[src/rtl/cmd_deser_pkg.sv]
package cmd_deser_pkg;
  parameter int unsigned BYTE_W = 8;
  typedef logic [BYTE_W-1:0] byte_t;
endpackage

[src/rtl/cmd_seq.sv]
module cmd_seq #(
  parameter int unsigned NUM_BYTES = 6
) (
  input  logic                 clk_i,
  input  logic                 rst_ni,
  input  logic                 stb_i,
  output logic [NUM_BYTES-1:0] slot_we_o,
  output logic                 last_o
);
  localparam int unsigned POS_W = $clog2(NUM_BYTES);
  localparam logic [POS_W-1:0] LAST_POS = POS_W'(NUM_BYTES - 1);

  logic             busy_q;
  logic [POS_W-1:0] pos_q;
  logic [POS_W-1:0] cur_pos;
  logic             take;

  assign take    = stb_i | busy_q;
  assign cur_pos = stb_i ? '0 : pos_q;
  assign last_o  = busy_q && !stb_i && (pos_q == LAST_POS);

  for (genvar k = 0; k < NUM_BYTES; k++) begin : g_slot
    assign slot_we_o[k] = take && (cur_pos == POS_W'(k));
  end

  always_ff @(posedge clk_i) begin
    if (!rst_ni) begin
      busy_q <= 1'b0;
      pos_q  <= '0;
    end else if (stb_i) begin
      // restart on any strobe, partial command dropped
      busy_q <= 1'b1;
      pos_q  <= POS_W'(1);
    end else if (busy_q) begin
      if (pos_q == LAST_POS) begin
        busy_q <= 1'b0;
        pos_q  <= '0;
      end else begin
        pos_q <= pos_q + 1'b1;
      end
    end
  end


  restart_chk: assert property (@(posedge clk_i) disable iff (!rst_ni)
    stb_i |=> (busy_q && pos_q == POS_W'(1)));

  idle_pos_chk: assert property (@(posedge clk_i) disable iff (!rst_ni)
    !busy_q |-> (pos_q == '0));

  consec_chk: assert property (@(posedge clk_i) disable iff (!rst_ni)
    (busy_q && !stb_i && pos_q != LAST_POS) |=> (busy_q && pos_q == $past(pos_q) + 1'b1));
endmodule

[src/rtl/cmd_asm.sv]
module cmd_asm
  import cmd_deser_pkg::*;
#(
  parameter int unsigned NUM_BYTES = 6
) (
  input  logic                        clk_i,
  input  byte_t                       byte_i,
  input  logic [NUM_BYTES-1:0]        slot_we_i,
  output logic [NUM_BYTES*BYTE_W-1:0] frame_o
);
  byte_t slot_q [NUM_BYTES];

  for (genvar k = 0; k < NUM_BYTES; k++) begin : g_lane
    always_ff @(posedge clk_i) begin
      if (slot_we_i[k]) slot_q[k] <= byte_i;
    end
    // current byte bypasses its slot so the frame is whole on the last cycle
    assign frame_o[k*BYTE_W +: BYTE_W] = slot_we_i[k] ? byte_i : slot_q[k];
  end
endmodule

[src/rtl/cmd_match.sv]
module cmd_match #(
  parameter int unsigned    ADDR_W    = 16,
  parameter logic [ADDR_W-1:0] BASE_ADDR = 16'h0710,
  parameter logic [ADDR_W-1:0] ADDR_MASK = 16'h07fc
) (
  input  logic [ADDR_W-1:0] addr_i,
  output logic              hit_o
);
  localparam logic [ADDR_W-1:0] BASE_M = BASE_ADDR & ADDR_MASK;
  assign hit_o = ((addr_i & ADDR_MASK) == BASE_M);
endmodule

[src/rtl/cmd_deser.sv]
module cmd_deser
  import cmd_deser_pkg::*;
#(
  parameter int unsigned       ADDR_W    = 16,
  parameter int unsigned       DATA_W    = 32,
  parameter int unsigned       IDX_W     = 2,
  parameter logic [ADDR_W-1:0] BASE_ADDR = 16'h0710,
  parameter logic [ADDR_W-1:0] ADDR_MASK = 16'h07fc
) (
  input  logic              clk_i,
  input  logic              rst_ni,
  input  logic [7:0]        byte_i,
  input  logic              stb_i,
  output logic [IDX_W-1:0]  idx_o,
  output logic [DATA_W-1:0] data_o,
  output logic              we_o
);
  localparam int unsigned NUM_BYTES = (ADDR_W + DATA_W) / BYTE_W;
  localparam int unsigned FRAME_W   = NUM_BYTES * BYTE_W;

  logic [NUM_BYTES-1:0] slot_we;
  logic                 last;
  logic [FRAME_W-1:0]   frame;
  logic [ADDR_W-1:0]    addr;
  logic                 hit;
  logic                 accept;

  logic              we_q;
  logic [IDX_W-1:0]  idx_q;
  logic [DATA_W-1:0] data_q;

  cmd_seq #(.NUM_BYTES(NUM_BYTES)) u_seq (
    .clk_i     (clk_i),
    .rst_ni    (rst_ni),
    .stb_i     (stb_i),
    .slot_we_o (slot_we),
    .last_o    (last)
  );

  cmd_asm #(.NUM_BYTES(NUM_BYTES)) u_asm (
    .clk_i     (clk_i),
    .byte_i    (byte_i),
    .slot_we_i (slot_we),
    .frame_o   (frame)
  );

  assign addr = frame[ADDR_W-1:0];

  cmd_match #(
    .ADDR_W    (ADDR_W),
    .BASE_ADDR (BASE_ADDR),
    .ADDR_MASK (ADDR_MASK)
  ) u_match (
    .addr_i (addr),
    .hit_o  (hit)
  );

  assign accept = last && hit;

  always_ff @(posedge clk_i) begin
    if (!rst_ni) begin
      we_q   <= 1'b0;
      idx_q  <= '0;
      data_q <= '0;
    end else begin
      we_q <= accept;
      if (accept) begin
        idx_q  <= addr[IDX_W-1:0];
        data_q <= frame[ADDR_W +: DATA_W];
      end
    end
  end

  assign we_o   = we_q;
  assign idx_o  = idx_q;
  assign data_o = data_q;


  we_single_chk: assert property (@(posedge clk_i) disable iff (!rst_ni)
    we_o |=> !we_o);

  we_after_last_chk: assert property (@(posedge clk_i) disable iff (!rst_ni)
    we_o |-> $past(last));

  data_hold_chk: assert property (@(posedge clk_i) disable iff (!rst_ni)
    !we_o |-> ($stable(data_o) && $stable(idx_o)));
endmodule

[config.mk]
export PLATFORM = sky130hd
export DESIGN_NAME = cmd_deser
export DESIGN_NICKNAME = d
export VERILOG_FILES = /design/src/rtl/cmd_deser_pkg.sv /design/src/rtl/cmd_seq.sv /design/src/rtl/cmd_asm.sv /design/src/rtl/cmd_match.sv /design/src/rtl/cmd_deser.sv
export SDC_FILE = /design/constraint.sdc
export NUM_CORES = 1
export LEC_CHECK = 0
export ABC_AREA = 1
export ABC_CLOCK_PERIOD_IN_PS = 1900
export BUFFER_PORTS_ARGS = -buffer_cell sky130_fd_sc_hd__buf_2
export CAP_MARGIN = 10
export CORE_MARGIN = 2
export CORE_UTILIZATION = 51
export DETAILED_ROUTE_END_ITERATION = 16
export PLACE_DENSITY = 0.76
export SLEW_MARGIN = 20
export SYNTH_ARGS = -nofsm -noshare
export SYNTH_HDL_FRONTEND = slang
export SYNTH_SLANG_ARGS = --single-unit
[constraint.sdc]
create_clock -name clk_i -period 1.9 [get_ports clk_i]
set_input_delay 0.38 -clock clk_i [delete_from_list [all_inputs] [get_ports clk_i]]
set_output_delay 0.38 -clock clk_i [all_outputs]
set_load 0.02 [all_outputs]
==> Word level (Yosys, flattened, before mapping) <==
Memory sizes are Yosys's and may differ from the RTL's. A register that Yosys moved wholly into a read port is not among the register bits.
Index checks and enable logic that the tools add are counted.
{ "totals": {"reg_bits": 7, "latch_bits": 0, "mem_bits_rw": 48, "romBits": 0, "input_bits": 11, "output_inout_bits": 35, "n_memories": 1} }
{ "memory_table": {"columns": ["name", "depth", "width", "rd", "rd_clocked_by_memory_dff", "write_ports", "line_no", "text"], "rows": [
  ["u_asm.slot_q", 6, 8, 6, 4, 1, "cmd_asm.sv:11", "byte_t slot_q [NUM_BYTES];"]
]} }
{ "op_classes": {"add_sub_neg": 1, "multipliers": 0, "div_mod_pow": 0, "n_lt_le_gt_ge": 0, "eq_ne": 7, "shift": 0, "mux": 36, "n_bitwise": 2, "reduce_logical": 22} }
{ "ops": {"columns": ["cell", "count"], "rows": [
  ["$mux W8", 6],
  ["$reduce_or A8 Y1", 5],
  ["$mux W3", 8],
  ["$mux W1", 22],
  ["$eq A3 B3 Y1 const B", 3],
  ["$eq A9 B9 Y1 const B", 1],
  ["$logic_and A1 B1 Y1", 9],
  ["$eq A3 B2 Y1 const B", 2],
  ["$logic_not A1 Y1", 5],
  ["$add A3 B1 Y3 const B", 1],
  ["$eq A3 B1 Y1 const B", 1],
  ["$logic_not A3 Y1", 1],
  ["$reduce_bool A2 Y1", 1],
  ["$reduce_or A2 Y1", 1],
  ["$not A1 Y1", 1],
  ["$or A1 B1 Y1", 1]
]} }

==> Logic depth before layout (Yosys ltp) <==
Gate-level depths: netlist of run 1.
{ "logic_depth": {"ltp_word": 11, "mapped_depth": 14} }

==> Modules after synthesis <==
A second synthesis of run 1 with hierarchy kept.
{ "hier_totals": {"hier_cells": 470, "hier_area_um2": 3298.2} }
{ "modules_own_cells": {"columns": ["mod", "instances", "cells_per_inst", "area_each_um2"], "rows": [
  ["cmd_asm", 1, 204, 1591.5],
  ["cmd_deser", 1, 219, 1442.6],
  ["cmd_seq", 1, 40, 232.7],
  ["cmd_match", 1, 7, 31.3]
]} }

==> Worst setup path before layout of run 1 <==
No wires, ideal clock.
{ "synth_timing": {"path_kind": "reg-to-reg", "startpoint": "reg u_seq.pos_q[1]", "endpoint": "mem u_asm.slot_q[2][0] (netlist name), enable pin", "setup_time_ns": 0.395, "arrival_time_ns": 1.366, "required_ns": 1.505, "setup_slack_ns": 0.139, "path_stages_with_launch": 3, "synth_period_minus_slack_ns": 1.761, "path_cell_list": "dfxtp_1 inv_1 nor4_1"} }
{ "synth_via": {"word_cells_on_any_way": 40, "classes_between": "5 x eq/ne; 23 x mux; 12 x reduce/logical"} }
{ "synth_lines": {"columns": ["element", "line_no", "text"], "rows": [
  ["start, declared", "cmd_seq.sv:14", "logic [POS_W-1:0] pos_q;"],
  ["start signal, assigned", "cmd_seq.sv:39", "pos_q <= pos_q + 1'b1;"],
  ["$mux W3 (*)", "cmd_seq.sv:19", "assign cur_pos = stb_i ? '0 : pos_q;"],
  ["$eq A3 B2 Y1 (*)", "cmd_seq.sv:23", "assign slot_we_o[k] = take && (cur_pos == POS_W'(k));"],
  ["$logic_and A1 B1 Y1 (*)", "cmd_seq.sv:23", null],
  ["net slot_we[2]", "cmd_deser.sv:21", "logic [NUM_BYTES-1:0] slot_we;"],
  ["$mux W1 (*)", "cmd_asm.sv:15", "if (slot_we_i[k]) slot_q[k] <= byte_i;"],
  ["$mux W1 (not written as such) (*)", "cmd_asm.sv:15", null],
  ["$reduce_or A8 Y1 (no line)", null, null],
  ["$mux W3 (no line) / $mux W1 (equally long branches) (4 in series)", null, null],
  ["end, declared", "cmd_asm.sv:11", null]
]} }
The timed path passes the listed nets; every way through them passes the cells marked *.

==> Worst setup path in the final report of run 1 <==
{ "layout_timing": {"startpoint": "reg u_seq.pos_q[1]", "endpoint": "reg data_q[3] (netlist: data_o[3]), read port of u_asm.slot_q"} }
{ "layout_via": {"elab_chain_cells": 6, "word_cells_on_any_way": 11, "classes_between": "3 x eq/ne; 3 x mux; 5 x reduce/logical"} }
{ "layout_rtl": {"columns": ["element", "line_no", "text"], "rows": [
  ["$mux W3", "cmd_seq.sv:19", null],
  ["$eq A3 B1 Y1 / $logic_not A3 Y1 (equally long branches)", "cmd_seq.sv:23", null],
  ["$logic_and A1 B1 Y1", "cmd_seq.sv:23", null],
  ["$mux W3 / $mux W8 (equally long branches)", "cmd_asm.sv:18", "assign frame_o[k*BYTE_W +: BYTE_W] = slot_we_i[k] ? byte_i : slot_q[k];"],
  ["$eq A9 B9 Y1", "cmd_match.sv:10", "assign hit_o = ((addr_i & ADDR_MASK) == BASE_M);"],
  ["$logic_and A1 B1 Y1 (*)", "cmd_deser.sv:58", "assign accept = last && hit;"],
  ["end, declared", "cmd_deser.sv:30", "logic [DATA_W-1:0] data_q;"]
]} }
Mark *: on every way between the ends. The rest lies on a longest branch, timed or not.
A chain may end at the register's enable or synchronous reset.

==> results of run 1 <==
power groups by stage:
stage | logic (mW) | registers (mW) | clock network (mW)
6_report | 0.178 | 1.85 | 1.21
5_1_grt | 0.200 | 1.85 | 1.31
4_1_cts | 0.170 | 1.85 | 1.23
3_5_place_dp | 0.169 | 1.89 | 0
3_3_place_gp | 0.165 | 1.89 | 0
2_1_floorplan | 0.113 | 1.89 | 0
flip-flops by register name, indices dropped and copies added (netlist names):
name          cells
data_o           32
idx_o             2
u_asm.slot_q     43
u_seq.busy_q      1
u_seq.pos_q       3
we_o              1
what timing repair did:
action	CTS	global route
hold endpoints to repair	0	0
hold buffers	0	0
setup buffers	0	1
resized for setup	0	7
setup endpoints to repair	0	34
layout make-up:
cell class              instances  area [um^2]
well taps                      75         93.8
clock inverters                 7         68.8
multi-input cells             224          990
clock buffers                   9          124
repair buffers                 56          333
inverters                      68          255
flip-flops and latches         82         1910
fillers                       519         2250
layout by cell type, fill, tap and decap left out, drive strengths merged:
cell and count:
and3 1, clkinv 3, bufinv 1, nor2 82, nor3 2, clkinvlp 2, clkbuf 9, nand2 101
nand4 2, nand3 17, a211oi 1, dfxtp 55, nand3b 2, nor4 1, inv 69, edfxtp 27
a21oi 1, o21ai 14, buf 56
worst min-delay path by stage:
stage	from	to	slack (ns)	cells after the start
5_1_grt	byte_i[7]	u_asm.slot_q[3][7]$_DFFE_PP_	0.28	1
4_1_cts	byte_i[7]	u_asm.slot_q[3][7]$_DFFE_PP_	0.28	1
6_report	byte_i[7]	u_asm.slot_q[3][7]$_DFFE_PP_	0.32	1
3_5_place_dp	u_asm.slot_q[0][2]$_DFF_P_	u_asm.slot_q[0][2]$_DFF_P_	0.44	2
3_3_place_gp	u_asm.slot_q[0][2]$_DFF_P_	u_asm.slot_q[0][2]$_DFF_P_	0.44	2
2_1_floorplan	u_asm.slot_q[0][2]$_DFF_P_	u_asm.slot_q[0][2]$_DFF_P_	0.42	2
cells by family (layout without fill, tap and decap cells):
family / after synthesis / count (layout) / share of synthesized area [%]
buf+inv: 81 / 140 / 10.3
compound gates: 16 / 16 / 2.92
flops: 82 / 82 / 59.4
simple gates: 208 / 208 / 27.3
through the flow:
step	worst slack [ns]	setup TNS [ns]	hold slack (ns)	utilization, %
4_1_cts	0.0756	0	0.283	62.3
3_5_place_dp	-0.0222	-0.217	0.435	59.1
3_3_place_gp	0.0522	0	0.444	59.1
5_1_grt	0.00553	0	0.276	62.7
6_report	0.191	0	0.322	62.7
2_1_floorplan	0.139	0	0.419	-
per-layer routing:
metal | share of wire, % | wire length (um) | vias to the layer above | GRT usage, %
li1 | - | - | 1272 | -
met1 | 43 | 2560 | 1067 | 21.9
met2 | 48 | 2870 | 84 | 30.8
met3 | 7.8 | 470 | 11 | 7.65
met4 | 1.6 | 95 | 0 | 5.72
met5 | 0 | 0 | - | 0
worst max-delay path: stages, from the launching register on:
cell	delay [ns]
dfxtp_1	0.36
o21ai_4	0.26
nand2_4	0.14
o21ai_2	0.18
nand2_1	0.11
nor2_4	0.12
nand2_4	0.06
buf_12	0.18
nor2_1	0.11
nor2_1	0.05
==> impl.org, run 1 <==
** Critical path
- The number of cells on the worst reg-to-reg path is 9.
- For the worst setup path, the data required time is ~2.1 ns.
- The worst setup path is captured at a register.
- Arrival time worst endpoint :: roughly 2 ns
- Worst Path Class, Setup :: reg -> reg
- In this run the critical register-to-register path is captured at data_o[3]$_SDFFE_PN0P_.
- In this run the worst path has a maximum fanout of 49.
- Register-to-register path setup slack :: ~0.19 ns
- Critical R2R Launch :: u_seq.pos_q[1]$_SDFFE_PP0P_
- Tracing the worst setup path back leads to its startpoint at u_seq.pos_q[1]$_SDFFE_PP0P_.
- Kind of launch point of the worst setup path :: register
- Worst setup path endpoint :: data_o[3]$_SDFFE_PN0P_

** Placed design
- After legalization and detailed placement, the total HPWL measured 4020 um.
- Placer congestion estimate :: between 0.9 and 1
- Placed Instances :: between 500 and 600
- Input and output buffers added on the ports amount to 45.
- After detailed placement, the total cell area comes to roughly 3600 um^2.

** Synthesis
- In the synthesized netlist the dominant register cell turns out to be dfxtp_1.
- Ys async rst share :: 0%
- Total of flip-flops plus latches after synthesis :: 82
- Net count of the mapped netlist :: between 300 and 400
- The biggest area contributor in the post-synthesis netlist is dfxtp_1.
- Count of warnings emitted by yosys :: 0
- Synthesis produced between 300 and 400 cells.
- Proportion of netlist area held by the largest area contributor :: 34.2%
- Proportion of synthesized chip area in sequential cells :: 59.4%
- Among all cell types in the netlist, the one instantiated most often is nand2_1.
- Synthesis instantiated 24 different standard cells from the library.
- The synthesized design contains 27 enable-type register cells.
- Each instance of the synthesized netlist takes up on average between 8 and 9 um^2.
- Netlist Area Pre-Place :: roughly 3200 um^2
- After synthesis, the most frequently instantiated cells are nand2_1, nor2_1, inv_1.
- Yosys attributes the largest share of cell area to dfxtp_1, edfxtp_1, nand2_1.

** Final layout
- Ratio of cells with drive above 1 in the final layout :: around 22%
- The finished layout holds 521 standard cells, fillers aside.
- The net count of the finished layout is around 450.
- 0 antenna diodes ended up in the layout.
- The area growth from synthesis to layout is 17.4%.
- Finished Cell Area :: ~3800 um^2

** Clock tree
- Counting the buffers created by CTS gives 9.
- CTS max path bufs :: 2
- After clock tree synthesis, the clock-pin slew on the worst setup and hold paths is about 0.08 ns.
- H-tree depth :: 3
- TritonCTS built the clock tree.
- Clock Sink Count :: 82
- Clock latency on the worst-skew pair, taken at its later pin, is around 0.34 ns.
- Root Buffer :: clkbuf_8

** Routing
- Detailed Route Iter0 Violations :: 110
- Iteration count of the initial detailed-routing pass :: 4
- The routed layout has approximately 2400 vias.
- The count of nets left with antenna violations once routing finished came out at 0.
- Routed wire length :: approximately 6000 um
- Number of remaining DRC errors :: 0
- Detailed-route wire length per cell :: approximately 12 um
- Using the TritonRoute via totals, the vias-per-cell ratio works out to 4.67.

** Power
- The internal power of the cells totals ~2.5 mW.
- Worst voltage drop across the vdd grid :: approximately 0.73 mV
- Switching part of the total :: a little under a quarter
- The clock network is responsible for 37.3% of the overall power.
- In this run the power spent charging and discharging nets is 0.737 mW.
- Fraction of power consumed by sequential logic :: 57.2%
- PD cells :: roughly 860 nW/um^2
- Logic pwr share :: about 5.5%
- Overall Power :: between 3 and 4 mW
- Leakage :: between 1.5 and 2 nW

** STA
- Count of final max-slew check failures :: 0
- Final period util :: between 80% and 90%
- Setup repair after global routing missed its margin :: false
- The final hold violation count came to 0.
- Achievable Freq :: 585 MHz
- Setup violations remaining at the end of the flow were counted as 0.
- The clock arrives with between 0.009 and 0.01 ns of skew.
- At the pin with the least slew margin, the transition time is slightly above 0.4 ns.
- The clock period could shrink to approximately 1.7 ns.
- In this run the tightest slew margin relative to its limit is between 70% and 80%.

** Global routing
- Across every metal layer, demand over resource in global routing totals between 10% and 20%.
- Initial antenna violation count :: 0
- Number of global-route vias before repair :: 2284
- The first global-routing pass estimated approximately 10000 um of wire.
- Entering global routing, the biggest net connects 50 pins.
- Global routing finished with a remaining overflow of 0.

** Floorplanning
- Placement row count :: 28
- The die is 83.4 um wide.
- The initial utilization of the core area, before any placement, comes to 53.4%.
- Std-Cell Core Area :: 6030 um^2
- The floorplan step defined a die boundary enclosing 6960 um^2.
- Y dimension of the die :: between 80 and 90 um
- For this design the top-level I/O count stands at 46.

** Job
- Max-cap violations in this run came to 0.

** Outcome
- The run finished with clean final reports.

** Min path
- Hold WC Path Type :: in -> reg
Note: power is estimated with default switching activity, not from simulation.
==> inputs of run 2 (changes only) <==
- CORE_UTILIZATION: 51 -> 53
- CTS_BUF_LIST: unset -> sky130_fd_sc_hd__clkbuf_2 sky130_fd_sc_hd__clkbuf_4 sky130_fd_sc_hd__clkbuf_8
- PLACE_DENSITY: 0.76 -> 0.79
==> run 2 against run 1 <==
- sequential share of layout area decreased by 0.13 points
- core utilization increased by 1.7 points
- via count increased by 0.49%
==> impl.org, run 2 (synthesized netlist as in run 1, its figures left out) <==
** Outcome
- Run status :: finished, final reports clean

** Final layout
- Ranked by flip-flop count, first place goes to u_asm.slot_q.
- Most common library cell in the layout ignoring fill and taps :: nand2_1
- Synthesis-to-finish area growth :: 17.7%
- Ratio of cells with drive above 1 in the final layout :: 21.8% (+0.25 points)
- Most used cells in the layout excluding fill and tap cells :: nand2_1, nor2_1, inv_1, dfxtp_1, buf_2
- The final net count came to 456 (+0.88%).
- Diode count :: 0 (unchanged)
- The number of flip-flops in the largest register came to 43 (unchanged).

** Critical path
- Worst Path Class, Setup :: reg -> reg
- Highest fanout seen on the critical path :: 25 (-49%)
- For this design, the slowest cell found on the critical path is dfxtp_1.
- The delay of the slowest critical-path stage is 0.36 ns (about the same).
- Most common cell on crit path :: nand2_1
- Arrival time worst endpoint :: 2.07 ns (+0.12 ns)
- Traced cell by cell, the critical path runs through o21ai_4 > buf_4 > nand3_1 > nand2_1 > nand2_1 > nor2_4 > nand2_4 > buf_12 > nand2_1 > nand2_1 > nor2_1.
- The worst setup path is launched from a register.
- Kind of capture point of the worst setup path :: register
- Required arrival time at the worst endpoint :: 2.19 ns (+0.05 ns)

** Floorplanning
- Die Footprint :: 6710 um^2 (-3.6%)
- The number of ports placed on the die boundary is 46 (unchanged).
- Horiz. Die Dim :: 81.9 um (-1.8%)
- The height of the chip is 81.9 um (-1.8%).
- The initial core utilization came to 54.7% (+1.3 points).
- The total number of placement rows was 28 (unchanged).
- Std-Cell Core Area :: 5890 um^2 (-2.3%)

** Clock tree
- CTS tree :: done
- TritonCTS Buffers :: 9 (unchanged)
- Clock latency on the worst-skew pair :: 0.36 ns (+0.02 ns)
- The clock-pin slew reported for the worst setup and hold paths after clock tree synthesis was 0.09 ns (about the same).
- H-tree depth :: 3 (unchanged)
- Root Buffer :: clkbuf_8
- The number of buffers on the longest clock path was 2 (unchanged).
- The count of clock tree sinks came to 82 (unchanged).
- # hold bufs at CTS :: 0 (unchanged)

** Routing
- Routed wire length :: 6280 um (+4.6%)
- The wire length per cell is 12.0 um (+3.8%).
- Iteration count of the initial detailed-routing pass :: 4 (unchanged)
- Via/cell ratio :: 4.66 (-0.27%)
- The number of remaining DRC errors was 0 (unchanged).
- Detailed Route Iter0 Violations :: 103 (-6.4%)
- Remaining antenna violation count :: 0 (unchanged)
- Routed via count :: 2446 (+0.49%)

** Power
- The power density over the cells is 828 nW/um^2 (-3.3%).
- The static leakage was 1.94 nW (+0.67%).
- Overall Power :: 3.14 mW (-3.1%)
- Worst voltage drop across the vdd grid :: 0.734 mV (+0.64%)

** Global routing
- GRT Overall Usage :: 20.0% (+1.5 points)
- The final global-route overflow total is 0 (unchanged).
- Number of global-route vias before repair :: 2116 (-7.4%)
- The global-route wire length before repair is 9690 um (-4.7%).
- The maximum number of pins on one net before global-route repair came to 27 (-46%).
- Initial antenna violation count :: 0 (unchanged)

** Placed design
- The final HPWL from detailed placement was 4300 um (+7.0%).
- The number of input and output port buffers inserted came to 45 (unchanged).
- The last weighted congestion value of the routability-driven placer came to 0.867 (-10%).

** STA
- Count of final max-slew check failures :: 0 (unchanged)
- The slew at the pin closest to its max-slew limit is 0.470 ns (+0.0662 ns).
- The number of failing setup endpoints in the final timing report came to 0 (unchanged).
- Worst hold-check slack :: 0.270 ns (-0.0521 ns)
- The final clock skew is 0.0113 ns (+0.00225 ns).
- The summed negative setup slack over all endpoints is 0 ns (unchanged).
- The share of the clock period used by the worst path after layout came to 93.4% (+3.4 points).
- Achievable Freq :: 563 MHz (-3.7%)
- The final hold violation count was 0 (unchanged).
- The clock period minus final worst setup slack is 1.77 ns (+0.0655 ns).
- The worst slew margin relative to its limit is 68.6% (-4.4 points).

** Job
- Total of max-cap violations :: 0 (unchanged)

** Min path
- The min-delay analysis places its worst path in the category in -> reg.
run 2: cell count changes in the layout (fill, tap and decap cells not counted), sizes merged:
cell | previous run | this run
clkinv | 3 | 6
buf | 56 | 60
clkinvlp | 2 | 0
bufinv | 1 | 0
run 2: area by class of cell:
type	instances	area, um^2
clock inverters	7	43.8
repair buffers	60	363
flip-flops and latches	82	1910
well taps	75	93.8
multi-input cells	224	995
clock buffers	9	124
inverters	68	255
fillers	510	2100
run 2: path summary, 6_finish.rpt:
path	end	cells after the start	slack (ns)	start
setup / recovery	data_o[16]$_SDFFE_PN0P_	11	0.13	u_seq.pos_q[1]$_SDFFE_PP0P_
setup reg to reg	data_o[16]$_SDFFE_PN0P_	11	0.13	u_seq.pos_q[1]$_SDFFE_PP0P_
hold / removal	u_asm.slot_q[3][6]$_DFFE_PP_	1	0.27	byte_i[6]
hold reg to reg	u_asm.slot_q[0][2]$_DFF_P_	2	0.45	u_asm.slot_q[0][2]$_DFF_P_
run 2: critical path: cells and delay by family (launching register included):
family          cells  cell delay [ns]
flops               1             0.36
simple gates        8             0.80
buf+inv             2             0.34
compound gates      1             0.23
run 2: layer usage:
metal  wire (um)  vias to the layer above  GRT usage, %
li1            -                     1278             -
met5           0                        -             0
met4         124                        0          10.8
met3         310                       10          3.74
met1        2760                     1095          25.0
met2        3080                       63          32.6
run 2: per-stage QoR:
stage,std cells,util [%],instance area (um^2),setup slack [ns]
2_1_floorplan,387,-,3220,0.139
3_3_place_gp,507,60.9,3580,0.0708
3_5_place_dp,507,60.9,3580,-0.0333
4_1_cts,523,63.7,3750,0.0848
5_1_grt,525,64.4,3790,-0.0223
6_report,525,64.4,3790,0.125
run 2: repair_timing:
action	4_1_cts	5_1_grt
resized for setup	0	7
buffers inserted	0	2
endpoints found under the setup margin	0	33
run 2: power breakdown:
group	switching, mW	internal [mW]
logic	0.122	0.0613
registers	0.0128	1.84
clock network	0.633	0.470
==> inputs of run 3 (changes only) <==
- ABC_CLOCK_PERIOD_IN_PS: 1900 -> 2200
- CORE_UTILIZATION: 53 -> 63
- PLACE_DENSITY: 0.79 -> 0.88
- clock period: 1.9 -> 2.2 ns (I/O delays scaled with it)
==> run 3 against run 2 <==
- final cell count decreased by 3.0%
- core utilization increased by 9.0 points
- largest cell class unchanged
- first-iteration DRC count increased by 28%
- global-route usage increased by 2.9 points
- hold slack improved by 0.073 ns
- final area decreased by 3.0%
- wire length decreased by 6.3%
- maximum frequency decreased by 8.3%
- clock skew decreased by 0.0014 ns
- worst setup slack improved by 0.14 ns
- clock power decreased by 12%
- sequential share of layout area increased by 1.5 points
==> impl.org, run 3 (synthesized netlist as in run 1, its figures left out) <==
** Outcome
- The flow ran to the end, and the final reports show no timing, DRC or antenna violations.

** Critical path
- Top cell family by delay on the critical path :: simple AND/OR/NAND/NOR gates
- The largest fanout on the critical path was 49 (+96%).
- The count of buffer and inverter cells on the critical path was 0 (-2).
- Register-to-register path setup slack :: 0.26 ns (+0.14 ns)
- Delay of the slowest cell on the worst path :: 0.37 ns (about the same)
- The worst register-to-register path begins at u_seq.pos_q[0]$_SDFFE_PN0P_.
- Series of cell instances along the critical path :: o21ai_4 > nand2_4 > o21ai_1 > nand2_1 > nor2_2 > nand2_8 > nor2_1 > nor2_1
- The worst setup path is launched from a register.
- The cell count of the worst reg-to-reg path was 8 (-3).
- Arrival time worst endpoint :: 2.18 ns (+0.11 ns)
- Slowest stage cell on the critical path :: dfxtp_1
- In this run the critical register-to-register path is captured at data_o[3]$_SDFFE_PN0P_.
- Most common cell on crit path :: nor2_1
- The data required time at the worst endpoint came to 2.44 ns (+0.25 ns).
- STA classifies the critical path endpoint as a register.
- The critical path in this run is classified as reg -> reg.

** Routing
- The post-detailed-route count of antenna-violating nets came to 0 (unchanged).
- Detailed-route wire length per cell :: 11.5 um (-3.4%)
- The number of search-and-repair iterations in the first detailed-routing pass was 4 (unchanged).
- The initial DRC count is 132 (+28%).
- Via/cell ratio :: 4.76 (+2.1%)
- Routed via count :: 2421 (-1.0%)
- Number of remaining DRC errors :: 0 (unchanged)
- The overall routed net length is 5880 um (-6.3%).

** Final layout
- Reg with most FFs :: u_asm.slot_q
- The final instance area is 3670 um^2 (-3.0%).
- The final net count is 446 (-2.2%).
- Most common library cell in the layout ignoring fill and taps :: nand2_1
- Largest register FFs :: 43 (unchanged)
- The end-of-flow core utilization is 73.4% (+9.0 points).
- Most used cells in the layout excluding fill and tap cells :: nand2_1, nor2_1, inv_1, dfxtp_1, buf_2
- Ratio of cells with drive above 1 in the final layout :: 19.1% (-2.6 points)
- The diode insertion count for antenna repair came to 0 (unchanged).
- Synthesis-to-finish area growth :: 14.2%

** Clock tree
- TritonCTS built the clock tree.
- Post-CTS Setup Repair Bufs :: 0 (unchanged)
- H-tree depth :: 3 (unchanged)
- The clock-pin slew reported for the worst setup and hold paths after clock tree synthesis is 0.08 ns (about the same).
- Root Buffer :: clkbuf_8
- The total of hold buffers inserted after clock tree synthesis was 0 (unchanged).
- Clock latency on the worst-skew pair :: 0.35 ns (about the same)
- The number of buffers on the longest clock path is 2 (unchanged).
- Clock Sink Count :: 82 (unchanged)
- TritonCTS Buffers :: 9 (unchanged)

** Floorplanning
- Initial standard-cell utilization of the core :: 64.2% (+9.6 points)
- Die Footprint :: 5700 um^2 (-15%)
- Boundary pin count :: 46 (unchanged)
- Placement row count :: 26 (-7.1%)
- The placeable core region came to 5010 um^2 (-15%).
- Horiz. Die Dim :: 75.5 um (-7.9%)
- Y dimension of the die :: 75.5 um (-7.9%)

** Min path
- In this run the most critical hold path is launched from byte_i[7].
- End point of the worst hold path :: u_asm.slot_q[2][7]$_DFFE_PP_
- In this run the worst hold path is classified as in -> reg.
- Worst hold path stage count :: 1 (unchanged)

** STA
- The final hold violation count is 0 (unchanged).
- The worst slew margin relative to its limit is 70.5% (+1.9 points).
- The slew at the pin closest to its max-slew limit came to 0.441 ns (-0.0295 ns).
- The number of failing setup endpoints in the final timing report was 0 (unchanged).
- The clock period minus final worst setup slack is 1.94 ns (+0.161 ns).
- The worst setup slack after layout came to 0.264 ns (+0.139 ns).
- The share of the clock period used by the worst path after layout is 88.0% (-5.4 points).
- Count of final max-slew check failures :: 0 (unchanged)
- Achievable Freq :: 517 MHz (-8.3%)
- Setup repair after global routing missed its margin :: false
- Setup_tns :: 0 ns (unchanged)
- Clock Skew :: 0.00988 ns (-0.00138 ns)

** Placed design
- Area post-placement :: 3490 um^2 (-2.5%)
- The last weighted congestion value of the routability-driven placer came to 0.918 (+5.9%).
- Count of input and output buffers :: 45 (unchanged)
- Post-placement setup slack :: 0.0339 ns (+0.0672 ns)
- The final HPWL from detailed placement came to 4000 um (-7.1%).

** Global routing
- The global-route wire length before repair is 9560 um (-1.4%).
- The maximum number of pins on one net before global-route repair came to 50 (+85%).
- Number of global-route vias before repair :: 2126 (+0.47%)
- Initial antenna violation count :: 0 (unchanged)
- The final global-route overflow total came to 0 (unchanged).
- The total track usage is 22.9% (+2.9 points).

** Power
- The worst vdd rail ir drop was 0.543 mV (-26%).
- Leakage :: 1.86 nW (-3.9%)
- PD cells :: 737 nW/um^2 (-11%)

** Job
- Total of max-cap violations :: 0 (unchanged)
-- run 3: changes by cell type in the layout (fill, tap and decap cells not counted), moves of 2 or more --
cell / before / now
dfxtp_1: 53 / 55
dfxtp_2: 2 / 0
nor2_4: 3 / 0
buf_12: 2 / 0
clkinv_4: 2 / 0
nor2_2: 10 / 12
buf_4: 13 / 5
clkbuf_8: 9 / 11
-- run 3: through the flow --
| stage | instances | power, mW | hold WS [ns] |
|---|---|---|---|
| final | 509 | 2.71 | 0.343 |
| after global routing | 509 | 2.81 | 0.332 |
| after CTS | 509 | 2.73 | 0.328 |
| after detailed placement | 494 | 1.77 | 0.441 |
| after global placement | 494 | 1.77 | 0.434 |
| after floorplan | 387 | 1.73 | 0.419 |
-- run 3: cell type report --
class | instances | area (um^2)
clock buffers | 12 | 159
inverters | 68 | 255
repair buffers | 50 | 263
multi-input cells | 224 | 982
fillers | 394 | 1340
clock inverters | 3 | 16.3
flip-flops and latches | 82 | 1910
well taps | 70 | 87.6
-- run 3: repair_timing --
action                     4_1_cts  5_1_grt
hold endpoints to repair         0        0
resized for setup                0        1
setup endpoints to repair        0       14
-- run 3: power breakdown --
group / switching (mW) / total [mW] / internal [mW]
clock: 0.495 / 0.968 / 0.473
sequential: 0.0116 / 1.60 / 1.59
combinational: 0.100 / 0.142 / 0.0417
-- run 3: per-layer routing --
metal	share of wire (%)	wire (um)	GRT usage, %
met1	45	2650	29.9
met2	47	2750	37.0
met3	6.8	399	6.61
met4	1.4	83	7.41
met5	0	0	0
-- run 3: worst max-delay path by stage --
stage / start / to / slack (ns) / cells after the start
after floorplan: u_seq.pos_q[1]$_SDFFE_PP0P_ / u_asm.slot_q[2][0]$_DFFE_PP_ / 0.44 / 2
after global placement: stb_i / data_o[3]$_SDFFE_PN0P_ / 0.15 / 10
after detailed placement: stb_i / data_o[3]$_SDFFE_PN0P_ / 0.03 / 10
after CTS: u_seq.pos_q[0]$_SDFFE_PN0P_ / data_o[3]$_SDFFE_PN0P_ / 0.22 / 8
after global routing: u_seq.busy_q$_SDFF_PN0_ / data_o[9]$_SDFFE_PN0P_ / 0.007 / 12
final: u_seq.pos_q[0]$_SDFFE_PN0P_ / data_o[3]$_SDFFE_PN0P_ / 0.26 / 8
-- run 3: worst register-to-register path, cell delays in order (launching register included) --
cell	delay [ns]
dfxtp_1	0.37
o21ai_4	0.29
nand2_4	0.14
o21ai_1	0.23
nand2_1	0.09
nor2_2	0.22
nand2_8	0.23
nor2_1	0.20
nor2_1	0.06
